### config.mk
export PLATFORM = sky130hd
export DESIGN_NAME = xpd_power_ctrl
export DESIGN_NICKNAME = d
export VERILOG_FILES = /design/src/rtl/xpd_pkg.sv /design/src/rtl/xpd_sync.sv /design/src/rtl/xpd_activity.sv /design/src/rtl/xpd_idle_timer.sv /design/src/rtl/xpd_power_ctrl.sv
export SDC_FILE = /design/constraint.sdc
export NUM_CORES = 1
export LEC_CHECK = 0
export BUFFER_PORTS_ARGS = -buffer_cell sky130_fd_sc_hd__buf_2
export CORE_MARGIN = 2
export CORE_UTILIZATION = 43
export CTS_CLUSTER_SIZE = 28
export DETAILED_ROUTE_END_ITERATION = 12
export GPL_ROUTABILITY_DRIVEN = 1
export PLACE_DENSITY = 0.7
export SLEW_MARGIN = 5
export SYNTH_ARGS = -nofsm -noshare
export SYNTH_HDL_FRONTEND = slang
export SYNTH_HIERARCHICAL = 1
export SYNTH_SLANG_ARGS = --single-unit
### constraint.sdc
create_clock -name clk -period 9.23 [get_ports clk]
set_clock_uncertainty 0.2 [all_clocks]
set_input_delay 1.846 -clock clk [delete_from_list [all_inputs] [get_ports clk]]
set_output_delay 1.846 -clock clk [all_outputs]
set_load 0.01 [all_outputs]
### src/rtl/xpd_pkg.sv
package xpd_pkg;

    typedef enum logic [1:0] {
        PM_OFF   = 2'd0,
        PM_TIMED = 2'd1,
        PM_ON    = 2'd2
    } pmode_e;

    typedef struct packed {
        logic tx_en;
        logic pwrdn;
        logic valid;
        logic rx_en;
    } ctl_t;

    localparam ctl_t CTL_RESET = '{tx_en: 1'b0, pwrdn: 1'b1, valid: 1'b0, rx_en: 1'b0};

    function automatic pmode_e decode_mode(input logic off_n, input logic on);
        if (!off_n) begin
            return PM_OFF;
        end
        if (on) begin
            return PM_ON;
        end
        return PM_TIMED;
    endfunction

endpackage

### src/rtl/xpd_sync.sv
module xpd_sync #(
    parameter int WIDTH = 4
) (
    input  logic             clk,
    input  logic             rst_n,
    input  logic [WIDTH-1:0] d,
    output logic [WIDTH-1:0] q
);

    typedef struct packed {
        logic [WIDTH-1:0] s1;
        logic [WIDTH-1:0] s2;
    } sync_t;

    sync_t st_d, st_q;

    always_comb begin
        st_d    = st_q;
        st_d.s1 = d;
        st_d.s2 = st_q.s1;
    end

    always_ff @(posedge clk or negedge rst_n) begin
        if (!rst_n) begin
            st_q <= '0;
        end else begin
            st_q <= st_d;
        end
    end

    assign q = st_q.s2;

endmodule

### src/rtl/xpd_activity.sv
module xpd_activity #(
    parameter int N_ACT = 4
) (
    input  logic             clk,
    input  logic             rst_n,
    input  logic [N_ACT-1:0] act_s,
    input  logic             on_s,
    output logic             restart
);

    localparam logic [1:0] FILL_DONE = 2'd3;

    typedef struct packed {
        logic [N_ACT-1:0] prev;
        logic             on_prev;
        logic [1:0]       fill;
    } act_t;

    act_t st_d, st_q;
    logic [N_ACT-1:0] bit_edge;
    logic armed;
    logic any_edge;
    logic on_fall;

    for (genvar g = 0; g < N_ACT; g++) begin : g_edge
        assign bit_edge[g] = act_s[g] ^ st_q.prev[g];
    end

    assign armed    = (st_q.fill == FILL_DONE);
    assign any_edge = |bit_edge;
    assign on_fall  = st_q.on_prev & ~on_s;
    assign restart  = armed & (any_edge | on_fall);

    always_comb begin
        st_d         = st_q;
        st_d.prev    = act_s;
        st_d.on_prev = on_s;
        if (!armed) begin
            st_d.fill = st_q.fill + 2'd1;
        end
    end

    always_ff @(posedge clk or negedge rst_n) begin
        if (!rst_n) begin
            st_q <= '0;
        end else begin
            st_q <= st_d;
        end
    end

endmodule

### src/rtl/xpd_idle_timer.sv
module xpd_idle_timer #(
    parameter int WINDOW_CYCLES = 1_500_000_000
) (
    input  logic clk,
    input  logic rst_n,
    input  logic restart,
    output logic open_d
);

    localparam int CW = $clog2(WINDOW_CYCLES + 1);
    localparam logic [CW-1:0] LOAD = CW'(WINDOW_CYCLES);

    logic [CW-1:0] rem_d, rem_q;

    always_comb begin
        rem_d = rem_q;
        if (restart) begin
            rem_d = LOAD;
        end else if (rem_q != '0) begin
            rem_d = rem_q - CW'(1);
        end
    end

    assign open_d = (rem_d != '0);

    always_ff @(posedge clk or negedge rst_n) begin
        if (!rst_n) begin
            rem_q <= '0;
        end else begin
            rem_q <= rem_d;
        end
    end

endmodule

### src/rtl/xpd_power_ctrl.sv
module xpd_power_ctrl
    import xpd_pkg::*;
#(
    parameter int N_TX          = 2,
    parameter int N_RX          = 2,
    parameter int WINDOW_CYCLES = 1_500_000_000
) (
    input  logic            clk,
    input  logic            rst_n,
    input  logic            manual_off_n,
    input  logic            always_on,
    input  logic [N_TX-1:0] tx_data_i,
    input  logic [N_RX-1:0] rx_act_i,
    input  logic [N_RX-1:0] rx_level_ok_i,
    output logic            tx_en_o,
    output logic            rx_en_o,
    output logic            line_valid_o,
    output logic            pwrdn_o
);

    localparam int N_ACT  = N_TX + N_RX;
    localparam int SYNC_W = N_ACT + N_RX + 2;

    logic [SYNC_W-1:0] raw;
    logic [SYNC_W-1:0] synced;
    logic [N_ACT-1:0]  act_s;
    logic [N_RX-1:0]   lvl_s;
    logic              on_s;
    logic              off_s;
    logic              restart;
    logic              win_open_d;
    pmode_e            mode;
    ctl_t              st_d, st_q;

    assign raw = {manual_off_n, always_on, rx_level_ok_i, rx_act_i, tx_data_i};

    xpd_sync #(.WIDTH(SYNC_W)) u_sync (
        .clk   (clk),
        .rst_n (rst_n),
        .d     (raw),
        .q     (synced)
    );

    assign act_s = synced[N_ACT-1:0];
    assign lvl_s = synced[N_ACT +: N_RX];
    assign on_s  = synced[SYNC_W-2];
    assign off_s = synced[SYNC_W-1];

    xpd_activity #(.N_ACT(N_ACT)) u_act (
        .clk     (clk),
        .rst_n   (rst_n),
        .act_s   (act_s),
        .on_s    (on_s),
        .restart (restart)
    );

    xpd_idle_timer #(.WINDOW_CYCLES(WINDOW_CYCLES)) u_tmr (
        .clk     (clk),
        .rst_n   (rst_n),
        .restart (restart),
        .open_d  (win_open_d)
    );

    assign mode = decode_mode(off_s, on_s);

    always_comb begin
        st_d       = st_q;
        st_d.rx_en = 1'b1;
        st_d.valid = |lvl_s;
        unique case (mode)
            PM_OFF:  st_d.tx_en = 1'b0;
            PM_ON:   st_d.tx_en = 1'b1;
            default: st_d.tx_en = win_open_d;
        endcase
        st_d.pwrdn = ~st_d.tx_en;
    end

    always_ff @(posedge clk or negedge rst_n) begin
        if (!rst_n) begin
            st_q <= CTL_RESET;
        end else begin
            st_q <= st_d;
        end
    end

    assign tx_en_o      = st_q.tx_en;
    assign pwrdn_o      = st_q.pwrdn;
    assign line_valid_o = st_q.valid;
    assign rx_en_o      = st_q.rx_en;

endmodule

==> results of run 1 <==
per-layer routing:
layer	track usage	wire, um	up-vias
met1	0.2366	2370	918
met5	0	0	-
li1	-	-	932
met2	0.2383	2389	60
met3	0.04274	270	10
met4	0.08048	121	0
critical path, stage by stage (launching register included):
cell,delay (ps)
sky130_fd_sc_hd__dfrtp_1,420
sky130_fd_sc_hd__inv_1,100
sky130_fd_sc_hd__ha_1,160
sky130_fd_sc_hd__or4b_2,610
sky130_fd_sc_hd__nor4_1,340
sky130_fd_sc_hd__a31o_1,430
sky130_fd_sc_hd__nor3_1,70
sky130_fd_sc_hd__or3b_1,380
sky130_fd_sc_hd__nor4_2,220
sky130_fd_sc_hd__nand4_1,200
sky130_fd_sc_hd__o21a_1,230
metrics by stage:
stage	area [um2]	hold WS, ps	util	total power [mW]
final	3044	142.4	0.5081	0.5586
after global routing	3044	149.2	0.5081	0.5842
after CTS	3044	145.9	0.5081	0.5662
after global placement	2825	132.6	0.4716	0.3059
after floorplan	2701	131.2	-	0.2937
after detailed placement	2825	135.5	0.4716	0.3064
cells in the final DEF, fill, tap and decap left out, types with 2 or more instances in the layout:
master and count:
sky130_fd_sc_hd__dfrtp_1 57, sky130_fd_sc_hd__nor2_1 29, sky130_fd_sc_hd__buf_2 13, sky130_fd_sc_hd__xnor2_1 12
sky130_fd_sc_hd__nand2_1 11, sky130_fd_sc_hd__clkbuf_8 10, sky130_fd_sc_hd__xor2_1 9, sky130_fd_sc_hd__nor3_1 9
sky130_fd_sc_hd__inv_1 8, sky130_fd_sc_hd__nor4_1 8, sky130_fd_sc_hd__nand2b_1 8, sky130_fd_sc_hd__a21oi_1 8
sky130_fd_sc_hd__nand4_1 7, sky130_fd_sc_hd__or4_1 6, sky130_fd_sc_hd__nand3_1 5, sky130_fd_sc_hd__a31oi_1 5
sky130_fd_sc_hd__nand3b_1 4, sky130_fd_sc_hd__o21ai_0 3, sky130_fd_sc_hd__ha_1 3, sky130_fd_sc_hd__nor4_2 3
sky130_fd_sc_hd__mux2i_1 3, sky130_fd_sc_hd__o21bai_1 3, sky130_fd_sc_hd__o21a_1 2, sky130_fd_sc_hd__clkinv_2 2
sky130_fd_sc_hd__bufinv_16 2, sky130_fd_sc_hd__buf_4 2, sky130_fd_sc_hd__or2_2 2, sky130_fd_sc_hd__a31o_2 2
sky130_fd_sc_hd__a21o_1 2, sky130_fd_sc_hd__nor2b_1 2, sky130_fd_sc_hd__a2111oi_0 2, sky130_fd_sc_hd__and4_1 2
synth_stat cells (2+ instances only):
library cell and n:
sky130_fd_sc_hd__xor2_1 9, sky130_fd_sc_hd__and4_1 2, sky130_fd_sc_hd__ha_1 3, sky130_fd_sc_hd__a21o_1 2, sky130_fd_sc_hd__nand3b_1 4, sky130_fd_sc_hd__o21ai_0 3
sky130_fd_sc_hd__or4_1 6, sky130_fd_sc_hd__nand3_1 5, sky130_fd_sc_hd__nand4_1 7, sky130_fd_sc_hd__nor3_1 9, sky130_fd_sc_hd__dfrtp_1 57, sky130_fd_sc_hd__nor2_1 29
sky130_fd_sc_hd__mux2i_1 3, sky130_fd_sc_hd__nand2_1 11, sky130_fd_sc_hd__nor4_1 8, sky130_fd_sc_hd__nor4_2 3, sky130_fd_sc_hd__a31oi_1 5, sky130_fd_sc_hd__a21oi_1 8
sky130_fd_sc_hd__xnor2_1 12, sky130_fd_sc_hd__inv_1 8, sky130_fd_sc_hd__nor2b_1 2, sky130_fd_sc_hd__clkbuf_1 2, sky130_fd_sc_hd__o21bai_1 3, sky130_fd_sc_hd__o21a_1 2
sky130_fd_sc_hd__buf_2 3, sky130_fd_sc_hd__a2111oi_0 2, sky130_fd_sc_hd__or2_2 2, sky130_fd_sc_hd__a31o_2 2, sky130_fd_sc_hd__nand2b_1 8, sky130_fd_sc_hd__buf_6 2
area by class of cell:
| class | instances | area (um2) |
|---|---|---|
| fill | 516 | 2947 |
| tap | 75 | 93.84 |
| inverter | 8 | 30.03 |
| clock inverter | 5 | 77.57 |
| clock buffer | 11 | 141.4 |
| timing repair buffer | 15 | 80.08 |
| multi-input combinational | 175 | 1169 |
| sequential | 58 | 1453 |
state kept, by name, indices dropped and copies added (netlist names):
name	count
u_act/st_q	7
u_sync/st_d	8
u_sync/q	8
pwrdn_o	1
line_valid_o	1
u_tmr/rem_q	31
rx_en_o	1
tx_en_o	1
worst paths after layout:
path	end	slack (ps)	start	cells after the start
max in group asynchronous	u_tmr/rem_q[17]	6930	rst_n	2
max reg2reg	tx_en_o	5750	u_tmr/rem_q[0]	10
min in group asynchronous	u_tmr/rem_q[11]	1440	rst_n	2
min	u_sync/q[7]	140	u_sync/st_d[7]	0
max	tx_en_o	5750	u_tmr/rem_q[0]	10
min reg2reg	u_sync/q[7]	140	u_sync/st_d[7]	0
cells by family after synthesis:
kind of cell | after synthesis | synth area share
AO/OA/AOI/OAI | 36 | 0.09264
flip-flops | 58 | 0.5378
XOR/XNOR | 21 | 0.06809
AND/OR/NAND/NOR | 110 | 0.2413
other | 1 | 0.001388
adder cells (fa/ha/maj) | 3 | 0.01390
multiplexers | 4 | 0.01529
buffers and inverters | 16 | 0.02964
power breakdown:
part           internal (mW)  switching (mW)
Sequential             0.262         0.00463
Clock                  0.158          0.0988
Combinational         0.0136          0.0216
Total                  0.434           0.125
==> summary.md, run 1 <==
The remaining antenna violation count after routing came out at 0. Yosys printed 6 warnings. The run gives 3463 um as the detailed placer's ending HPWL.

For the routability congestion estimate, the log shows 0.8205. In the routed layout, each cell is associated on average with a via count of 5.533. Width of the die: 83.26 um.

The worst-case IR drop observed on VDD is 0.1080 mV. The tools report the starting density of the core as 0.4509. Compared with the post-synthesis result, the final layout area differs by 12.69%. The floorplan step defined a die boundary enclosing 6932 um2.

The worst setup slack after placement was 5817 ps; the global-route wire length before repair was 9149 um. The post-synthesis register bit count works out to 58. STA classifies the critical path startpoint as a flop. The number of antenna violations at the first check in global routing was 0.

The dominant synthesized flop cell was sky130_fd_sc_hd__dfrtp_1. The final-report max-slew violation count was 0; the average size of a mapped cell was 10.85 um2. The buffer depth of the longest clock path is 2. In the final routed layout, each cell accounts on average for 14.84 um.

The post-synth design cell area was 2701 um2. The flow ran to the end, and the final reports show no timing, DRC or antenna violations. The global-route usage over all layers came out at 0.1670. The min-delay analysis places its worst path in the category flop to flop. The H-tree was split into 3 levels.

Number of standard-cell rows in the floorplan: 28. 0 antenna diodes ended up in the layout. The buffer type at the clock tree root was sky130_fd_sc_hd__clkbuf_8. The top cell type's share of synthesized area works out to 0.5280. Before antenna repair, the detailed router went through 4 iterations. The setup fix buffers added after clock tree synthesis came out at 0. For this run, the number of standard cells in the final layout without fillers is 347.

The setup-violating endpoint count in the final report came out at 0. The async set or reset register ratio after synthesis was 1.000; the highest fanout seen on the critical path was 10. The category of the worst setup path capture point was a flop.

The share of the clock period used by the worst path works out to 0.3768. The clock reaches the later pin of the worst-skew pair after 340 ps. The transition time at the pin with the least slew margin was 695.5 ps; the count of instances resized after the clock tree is built was 0. The final-layout setup total negative slack was 0 ps.

Yosys attributes the largest share of cell area to sky130_fd_sc_hd__dfrtp_1 53%, sky130_fd_sc_hd__nor2_1 4.0%, sky130_fd_sc_hd__xnor2_1 3.9%, sky130_fd_sc_hd__xor2_1 2.9%, sky130_fd_sc_hd__nand2b_1 1.9%. The synthesized netlist contains 57 unique library cells. The time the final worst path needs with I/O delays and setup came out at 3478 ps. The logs give 1883 for the number of global-route vias before repair and 331 for the number of placed cells counting well taps. For this run, design rule violations remaining after detail routing come to 0. The die is 83.26 um tall. Summed over all cells, the static leakage comes to 1.199 nW. The number of hold-repair buffers added at the cts stage is 0, and the number of flops mapped to enable cells by yosys is 0.

For the final count of hold timing violations, the log shows 0. The routed design has 5151 um of wire. The share of post-route cells with drive strength above 1 came out at 0.1765. Clock input transition at the sequential cells of the worst setup and hold paths: 70 ps. The routed layout has 1920 vias. In this run, the number of DRC markers left after iteration 0 of detailed routing was 124. After technology mapping, the gate count stands at 249.

TritonCTS built the clock tree. At the worst endpoint, the arrival time is 3520 ps. Entering global routing, the biggest net connects 59 pins. The run gives 0.2875 GHz as the fmax.

After global routing the overflow that remains totals 0. The logs give 0.5377 for the part of the Yosys area used for sequential elements and 9 for the total clock buffers created by CTS. In this run the power density over the cells is 183.5 nW/um2.

Setup repair after global routing left no endpoint under its margin. The run gives 5991 um2 as the placeable core region. The number of nets in the synthesized netlist is 262. The clock net in this run drives a total of 58 sinks. The number of nets in the final layout was 280.

The worst setup path is of the flop to flop kind. The minimum setup slack in the final design was 5752 ps. Count of input and output buffers: 13. Of all cell types, the one taking the most synthesized area is sky130_fd_sc_hd__dfrtp_1. At the worst endpoint, the required time is 9270 ps.

14 I/O pins were placed. The remaining max-slew budget at the tightest pin is 0.5364. The tools report the count of maximum capacitance violations as 0.
No activity file was read; power rests on OpenSTA's default activity.
==> run 2: changes to the inputs <==
==> constraint.sdc (replaced) <==
create_clock -name clk -period 3.2 [get_ports clk]
set_clock_uncertainty 0.2 [all_clocks]
set_input_delay 0.64 -clock clk [delete_from_list [all_inputs] [get_ports clk]]
set_output_delay 0.64 -clock clk [all_outputs]
set_load 0.01 [all_outputs]
==> run 2 against run 1 <==
The run now ends with setup timing left. Core utilization is 6.9 points higher. Critical path depth did not move. Sequential power rose to 2.9 times the previous value. Hold slack gained 3.6 ps. Design area rose by 13%. Critical endpoint unchanged. First-iteration DRC count up 28%. Register-to-register slack got worse by 5800 ps. Maximum frequency rose by 8.5%. Worst setup slack worse by 5800 ps. Wire length is 12% higher. Clock-buffer cell count did not move. Global-route usage up 1.2 points.
==> summary.md, run 2 (synthesis gave the netlist of run 1 again) <==
The die footprint is 6932 um2 (unchanged), and the flip-flop count of the largest register, all copies and words added is 31 (unchanged). The path class of the lowest-slack min-delay path is flop to flop (unchanged). Buffer type at the clock tree root: sky130_fd_sc_hd__clkbuf_8 (unchanged). The routability congestion estimate was 0.8625 (was 0.8205); the count of H-tree levels built during CTS was 3 (unchanged). Count of maximum capacitance violations: 0 (unchanged).

Final routed DRC violation total: 0 (unchanged). The minimum setup slack in the final design is -3.831 ps (was 5752 ps). The most common cell after layout, fill and taps aside is sky130_fd_sc_hd__dfrtp_1 (unchanged).

The startpoint-to-endpoint class of the critical path was flop to flop (unchanged). The remaining max-slew budget at the tightest pin is 0.6671 (was 0.5364), and the count of input and output buffers is 13 (unchanged). Setup repair after global routing could not meet its margin everywhere. The logs give 9 (unchanged) for the total clock buffers created by CTS and 0.3121 GHz (was 0.2875 GHz) for the fmax. Top-level port count: 14 (unchanged). The worst setup slack after placement was -176.0 ps (was 5817 ps); the power density over cell area was 478.3 nW/um2 (was 183.5 nW/um2). The minimum hold slack was 146.0 ps (was 142.4 ps). The remaining antenna violation count after routing is 0 (unchanged), and the number of DRC markers after the initial detailed-route iteration is 159 (was 124). The peak supply drop is 0.4134 mV (was 0.1080 mV). The largest register by flop count was u_tmr/rem_q (unchanged). For the count of vias placed by the detailed router, the log shows 2101 (was 1920).

The buffer depth of the longest clock path is 2 (unchanged). The arrival time at the worst endpoint is 3230 ps (was 3520 ps). The tools report the maximum number of pins on one net before global-route repair as 29 (was 59). The number of nets in the final layout is 318 (was 280). The kind of start point of the critical path is a flop (unchanged).

For the clock network latency to the later pin of the worst-skew pair, the log shows 340 ps (about the same). The flow ran to the end, but the final reports show violations. Setup-violating endpoint count in the final report: 1 (was 0). TritonCTS built the clock tree. The run gives 0 (unchanged) as the number of antenna violations at the first check in global routing. The run gives 2061 (was 1883) as the number of global-route vias before repair. The run gives 0 (unchanged) as the final-report max-slew violation count. The detailed placer's ending HPWL is 4047 um (was 3463 um), and the clock input transition at the sequential cells of the worst setup and hold paths is 70 ps (about the same).

The category of the worst setup path capture point is a flop (unchanged). The detailed-routing iteration count for the pre-antenna-repair pass was 4 (unchanged); the clock sink count was 58 (unchanged). The tools report the final count of hold timing violations as 0 (unchanged).

The die height came out at 83.26 um (unchanged). The static leakage was 1.433 nW (was 1.199 nW). Leading cell types in the layout, fill and taps excluded: 57 x sky130_fd_sc_hd__dfrtp_1, 39 x sky130_fd_sc_hd__buf_4, 29 x sky130_fd_sc_hd__nor2_1, 13 x sky130_fd_sc_hd__buf_2 (was 57 x sky130_fd_sc_hd__dfrtp_1, 29 x sky130_fd_sc_hd__nor2_1, 13 x sky130_fd_sc_hd__buf_2, 12 x sky130_fd_sc_hd__xnor2_1, 11 x sky130_fd_sc_hd__nand2_1).

The share of the clock period used by the worst path works out to 1.001 (was 0.3768). The placeable core region is 5991 um2 (unchanged). The global-route wire length before repair came out at 9729 um (was 9149 um). The sum of overflow across all layers after global routing is 0 (unchanged), and the global-route usage over all layers is 0.1786 (was 0.1670). Wire length per cell after detailed routing: 14.97 um (was 14.84 um).

The highest fanout seen on the critical path works out to 5 (was 10). The ratio of routed vias to standard cells was 5.457 (was 5.533); the data required time of the critical path was 3230 ps (was 9270 ps). The checks that failed: setup timing. The width of the die is 83.26 um (unchanged). The starting density of the core was 0.4509 (unchanged); the layout-stage area growth over the synthesis result was 27.88% (was 12.69%). The time the final worst path needs with I/O delays and setup is 3204 ps (was 3478 ps), and the overall power is 1.652 mW (was 0.5586 mW). The transition time at the pin with the least slew margin came out at 486.7 ps (was 695.5 ps).

The share of post-route cells with drive strength above 1 is 0.3290 (was 0.1765). Number of standard-cell rows in the floorplan: 28 (unchanged). The routed wire length is 5765 um (was 5151 um). The tools report the diode insertion count for antenna repair as 0 (unchanged).
run 2: path summary, 6_finish.rpt:
kind                                     start     endpoint  slack [ps]  cells past startpoint
worst min register to register  u_sync/st_d[6]  u_sync/q[6]         150                      0
worst max register to register  u_tmr/rem_q[1]      tx_en_o          -4                     10
min in group asynchronous                rst_n      rx_en_o         520                      2
worst max-delay path            u_tmr/rem_q[1]      tx_en_o          -4                     10
worst min-delay path            u_sync/st_d[6]  u_sync/q[6]         150                      0
max in group asynchronous                rst_n      pwrdn_o        1590                      3
run 2: timing repair:
action,4_1_cts,5_1_grt
hold endpoints to repair,13,0
pin swaps,2,8
endpoints found under the setup margin,2,2
setup buffers,0,5
resized for setup,11,14
hold buffers,1,0
run 2: metrics by stage:
step | setup TNS (ps) | area, um2 | util | instances
after floorplan | 0 | 2701 | - | 249
after global placement | -270.9 | 3065 | 0.5117 | 363
after detailed placement | -292.4 | 3065 | 0.5117 | 363
after CTS | 0 | 3343 | 0.5581 | 380
after global routing | -124.6 | 3455 | 0.5767 | 385
final | -3.831 | 3455 | 0.5767 | 385
run 2: cell type report:
class / instances / area, um2
clock buffers: 11 / 141.4
clock inverters: 5 / 77.57
fillers: 492 / 2536
inverters: 8 / 30.03
multi-input cells: 175 / 1291
flip-flops and latches: 58 / 1453
well taps: 75 / 93.84
repair buffers: 53 / 367.9
run 2: per-layer routing:
metal  part of all wire  vias to the layer above  global-route usage
met4              0.026                        0             0.09538
met1               0.47                     1030              0.2487
li1                   -                     1005                   -
met2               0.47                       50              0.2551
met5                  0                        -                   0
met3              0.040                       16             0.04573
run 2: worst max-delay path, cell delays in order, from the launching register on:
cell and delay, ps:
sky130_fd_sc_hd__dfrtp_1 400, sky130_fd_sc_hd__inv_2 80, sky130_fd_sc_hd__ha_4 120, sky130_fd_sc_hd__or3b_4 380, sky130_fd_sc_hd__nor4_4 390, sky130_fd_sc_hd__a31oi_4 190, sky130_fd_sc_hd__xnor2_2 200, sky130_fd_sc_hd__or4b_4 490
sky130_fd_sc_hd__nor4_4 290, sky130_fd_sc_hd__nand4_1 170, sky130_fd_sc_hd__o21a_1 200
run 2: power by group:
group          switching [mW]  internal (mW)
Clock                   0.284          0.457
Sequential            0.00913          0.755
Combinational          0.0784         0.0694
Total                   0.372           1.28
==> run 3: changes to the inputs <==
--- a/config.mk
+++ b/config.mk
@@ -6,12 +6,14 @@
 export NUM_CORES = 1
 export LEC_CHECK = 0
 export BUFFER_PORTS_ARGS = -buffer_cell sky130_fd_sc_hd__buf_2
+export CELL_PAD_IN_SITES_DETAIL_PLACEMENT = 1
+export CELL_PAD_IN_SITES_GLOBAL_PLACEMENT = 2
 export CORE_MARGIN = 2
 export CORE_UTILIZATION = 43
 export CTS_CLUSTER_SIZE = 28
 export DETAILED_ROUTE_END_ITERATION = 12
 export GPL_ROUTABILITY_DRIVEN = 1
-export PLACE_DENSITY = 0.7
+export PLACE_DENSITY = 0.94
 export SLEW_MARGIN = 5
 export SYNTH_ARGS = -nofsm -noshare
 export SYNTH_HDL_FRONTEND = slang
==> constraint.sdc (replaced) <==
create_clock -name clk -period 4.06 [get_ports clk]
set_clock_uncertainty 0.2 [all_clocks]
set_input_delay 0.812 -clock clk [delete_from_list [all_inputs] [get_ports clk]]
set_output_delay 0.812 -clock clk [all_outputs]
set_load 0.01 [all_outputs]
==> run 3 against run 2 <==
The flow now finishes without violations. Register-to-register slack improved by 470 ps. Final cell count is 8.8% lower. Hold slack improved by 5.4 ps. Maximum frequency fell by 11%. Global-route usage rose by 3.8 points. Core utilization down 6.1 points. Combinational power decreased by 40%. Via count fell by 3.2%. Design area shrank 11%. Non-clock buffer count decreased by 34. Sequential share of layout area increased by 5.0 points. Largest cell class unchanged. Highest routed layer unchanged.
==> summary.md, run 3 (synthesis gave the netlist of run 1 again) <==
The run finished with clean final reports. The die height was 83.26 um (unchanged); the minimum hold slack was 151.4 ps (was 146.0 ps). Count of vias placed by the detailed router: 2034 (was 2101).

The number of cells in the finished layout apart from fillers is 351 (was 385). The final routed DRC violation total was 0 (unchanged); the internal power of the cells was 1.033 mW (was 1.281 mW). The arrival time at the worst endpoint is 3620 ps (was 3230 ps). The logs give 0 (unchanged) for the final-report max-slew violation count and 1453 um2 (unchanged) for the total area of sequential cells. The data required time of the critical path is 4080 ps (was 3230 ps), and the remaining max-slew budget at the tightest pin is 0.4365 (was 0.6671).

The run gives 0 (was 1) as the setup-violating endpoint count in the final report. Fmax: 0.2784 GHz (was 0.3121 GHz). For the routability congestion estimate, the log shows 0.8286 (was 0.8625).

TritonCTS built the clock tree. The hold path depth came out at 0 (unchanged). Time the final worst path needs with I/O delays and setup: 3592 ps (was 3204 ps). The placeable core region is 5991 um2 (unchanged), and the count of input and output buffers is 13 (unchanged).

The tools report the buffer type at the clock tree root as sky130_fd_sc_hd__clkbuf_8 (unchanged). The sequential fraction of design power was 0.458 (was 0.462). Peak supply drop: 0.3727 mV (was 0.4134 mV). The logs give 0.475 (was 0.448) for the part of the power in the clock network and 6932 um2 (unchanged) for the die footprint. The maximum number of pins on one net before global-route repair was 38 (was 29); the global-route wire length before repair was 11440 um (was 9729 um). The kind of start point of the critical path was a flop (unchanged). The count of maximum capacitance violations is 0 (unchanged), and the number of standard-cell rows in the floorplan is 28 (unchanged).

The wire length per cell after detailed routing was 19.07 um (was 14.97 um); the buffer depth of the longest clock path was 2 (unchanged). For the clock network latency to the later pin of the worst-skew pair, the log shows 330 ps (was 340 ps). The post-layout utilization of the core came out at 0.5157 (was 0.5767). The tools report the detailed-routing iteration count for the pre-antenna-repair pass as 4 (unchanged). The tools report the category of the worst setup path capture point as a flop (unchanged). The global-route usage over all layers is 0.2164 (was 0.1786), and the fraction of power consumed by combinational cells is 0.067 (was 0.089). The ratio of routed vias to standard cells was 5.795 (was 5.457). The number of nets in the final layout is 284 (was 318).

Number of antenna violations at the first check in global routing: 0 (unchanged). The net switching power is 0.2912 mW (was 0.3717 mW). The number of placed cells counting well taps came out at 335 (was 363).

Transition time at the pin with the least slew margin: 845.3 ps (was 486.7 ps). Setup repair after global routing left no endpoint under its margin. The share of post-route cells with drive strength above 1 is 0.1848 (was 0.3290). The top-level port count was 14 (unchanged); the power density over cell area was 428.8 nW/um2 (was 478.3 nW/um2).

The static leakage was 1.221 nW (was 1.433 nW); the diode insertion count for antenna repair was 0 (unchanged). Leading cell types in the layout, fill and taps excluded: 57 x sky130_fd_sc_hd__dfrtp_1, 29 x sky130_fd_sc_hd__nor2_1, 13 x sky130_fd_sc_hd__buf_2, 12 x sky130_fd_sc_hd__xnor2_1, 11 x sky130_fd_sc_hd__nand2_1 (was 57 x sky130_fd_sc_hd__dfrtp_1, 39 x sky130_fd_sc_hd__buf_4, 29 x sky130_fd_sc_hd__nor2_1, 13 x sky130_fd_sc_hd__buf_2). The layout-stage area growth over the synthesis result came out at 14.36% (was 27.88%). The run gives 0 (was 11) as the count of instances resized after the clock tree is built. Path class of the lowest-slack min-delay path: flop to flop (unchanged). The number of global-route vias before repair was 2235 (was 2061); the number of fill cells was 653 (was 492).

The run gives 1169 um2 (was 1291 um2) as the multi-input logic area. The run gives 0.4509 (unchanged) as the starting density of the core. Number of DRC markers after the initial detailed-route iteration: 117 (was 159).

The routed wire length is 6692 um (was 5765 um), and the clock input transition at the sequential cells of the worst setup and hold paths is 70 ps (about the same). The startpoint-to-endpoint class of the critical path is flop to flop (unchanged). The final count of hold timing violations was 0 (unchanged). The largest register by flop count was u_tmr/rem_q (unchanged). The remaining antenna violation count after routing was 0 (unchanged); the worst reg-to-reg path cell count was 8 (was 10).

The sum of overflow across all layers after global routing was 0 (unchanged); the width of the die was 83.26 um (unchanged). The flip-flop count of the largest register, all copies and words added works out to 31 (unchanged). The total clock buffers created by CTS is 9 (unchanged).

The net switching share of the total power was 0.2199 (was 0.2249); the worst setup slack after placement was 567.1 ps (was -176.0 ps). The share of the clock period used by the worst path is 0.8848 (was 1.001). The number of hold-repair buffers added at the cts stage is 0 (was 1). The minimum setup slack in the final design is 467.6 ps (was -3.831 ps). The detailed placer's ending HPWL is 4650 um (was 4047 um). The clock sink count was 58 (unchanged); the final-layout setup total negative slack was 0 ps (was -3.831 ps). The most common cell after layout, fill and taps aside is sky130_fd_sc_hd__dfrtp_1 (unchanged). The setup fix buffers added after clock tree synthesis is 0 (unchanged), and the highest fanout seen on the critical path is 7 (was 5). The count of H-tree levels built during CTS came out at 3 (unchanged).
run 3: layer usage:
| layer | global-route usage | vias to the layer above | share of wire |
|---|---|---|---|
| li1 | - | 934 | - |
| met1 | 0.2615 | 1036 | 0.41 |
| met2 | 0.3680 | 47 | 0.52 |
| met3 | 0.06958 | 17 | 0.042 |
| met4 | 0.06706 | 0 | 0.019 |
| met5 | 0 | - | 0 |
run 3: worst max-delay path, stage by stage (launching register included):
cell	delay, ps
sky130_fd_sc_hd__dfrtp_1	430
sky130_fd_sc_hd__or4_1	710
sky130_fd_sc_hd__nor4_2	400
sky130_fd_sc_hd__a31oi_1	260
sky130_fd_sc_hd__and4_4	270
sky130_fd_sc_hd__or4b_1	490
sky130_fd_sc_hd__nor4_1	280
sky130_fd_sc_hd__nand4_1	210
sky130_fd_sc_hd__o21a_1	230
run 3: path summary, 6_finish.rpt:
check,start,endpoint,slack [ps]
worst min-delay path,u_sync/st_d[5],u_sync/q[5],150
worst max-delay path,u_tmr/rem_q[24],tx_en_o,470
max in group asynchronous,rst_n,pwrdn_o,2410
min in group asynchronous,rst_n,u_tmr/rem_q[2],380
worst max register to register,u_tmr/rem_q[24],tx_en_o,470
worst min register to register,u_sync/st_d[5],u_sync/q[5],150
run 3: power groups by stage:
stage	sequential [mW]	clock [mW]	combinational, mW
2_1_floorplan	0.614	0	0.0537
3_3_place_gp	0.615	0	0.0826
3_5_place_dp	0.617	0	0.0879
4_1_cts	0.607	0.646	0.0897
5_1_grt	0.609	0.674	0.100
6_report	0.607	0.629	0.0886
run 3: layout make-up:
class | instances | share of cell area
clock buffer | 11 | 0.04253
clock inverter | 5 | 0.03321
inverter | 8 | 0.009721
multi-input combinational | 175 | 0.3783
sequential | 58 | 0.4702
tap | 75 | 0.03038
timing repair buffer | 19 | 0.03564
run 3: stage by stage:
stage | total power, mW | area (um2)
after floorplan | 0.6676 | 2701
after global placement | 0.6977 | 2855
after detailed placement | 0.7052 | 2855
after CTS | 1.342 | 3089
after global routing | 1.382 | 3089
final | 1.325 | 3089
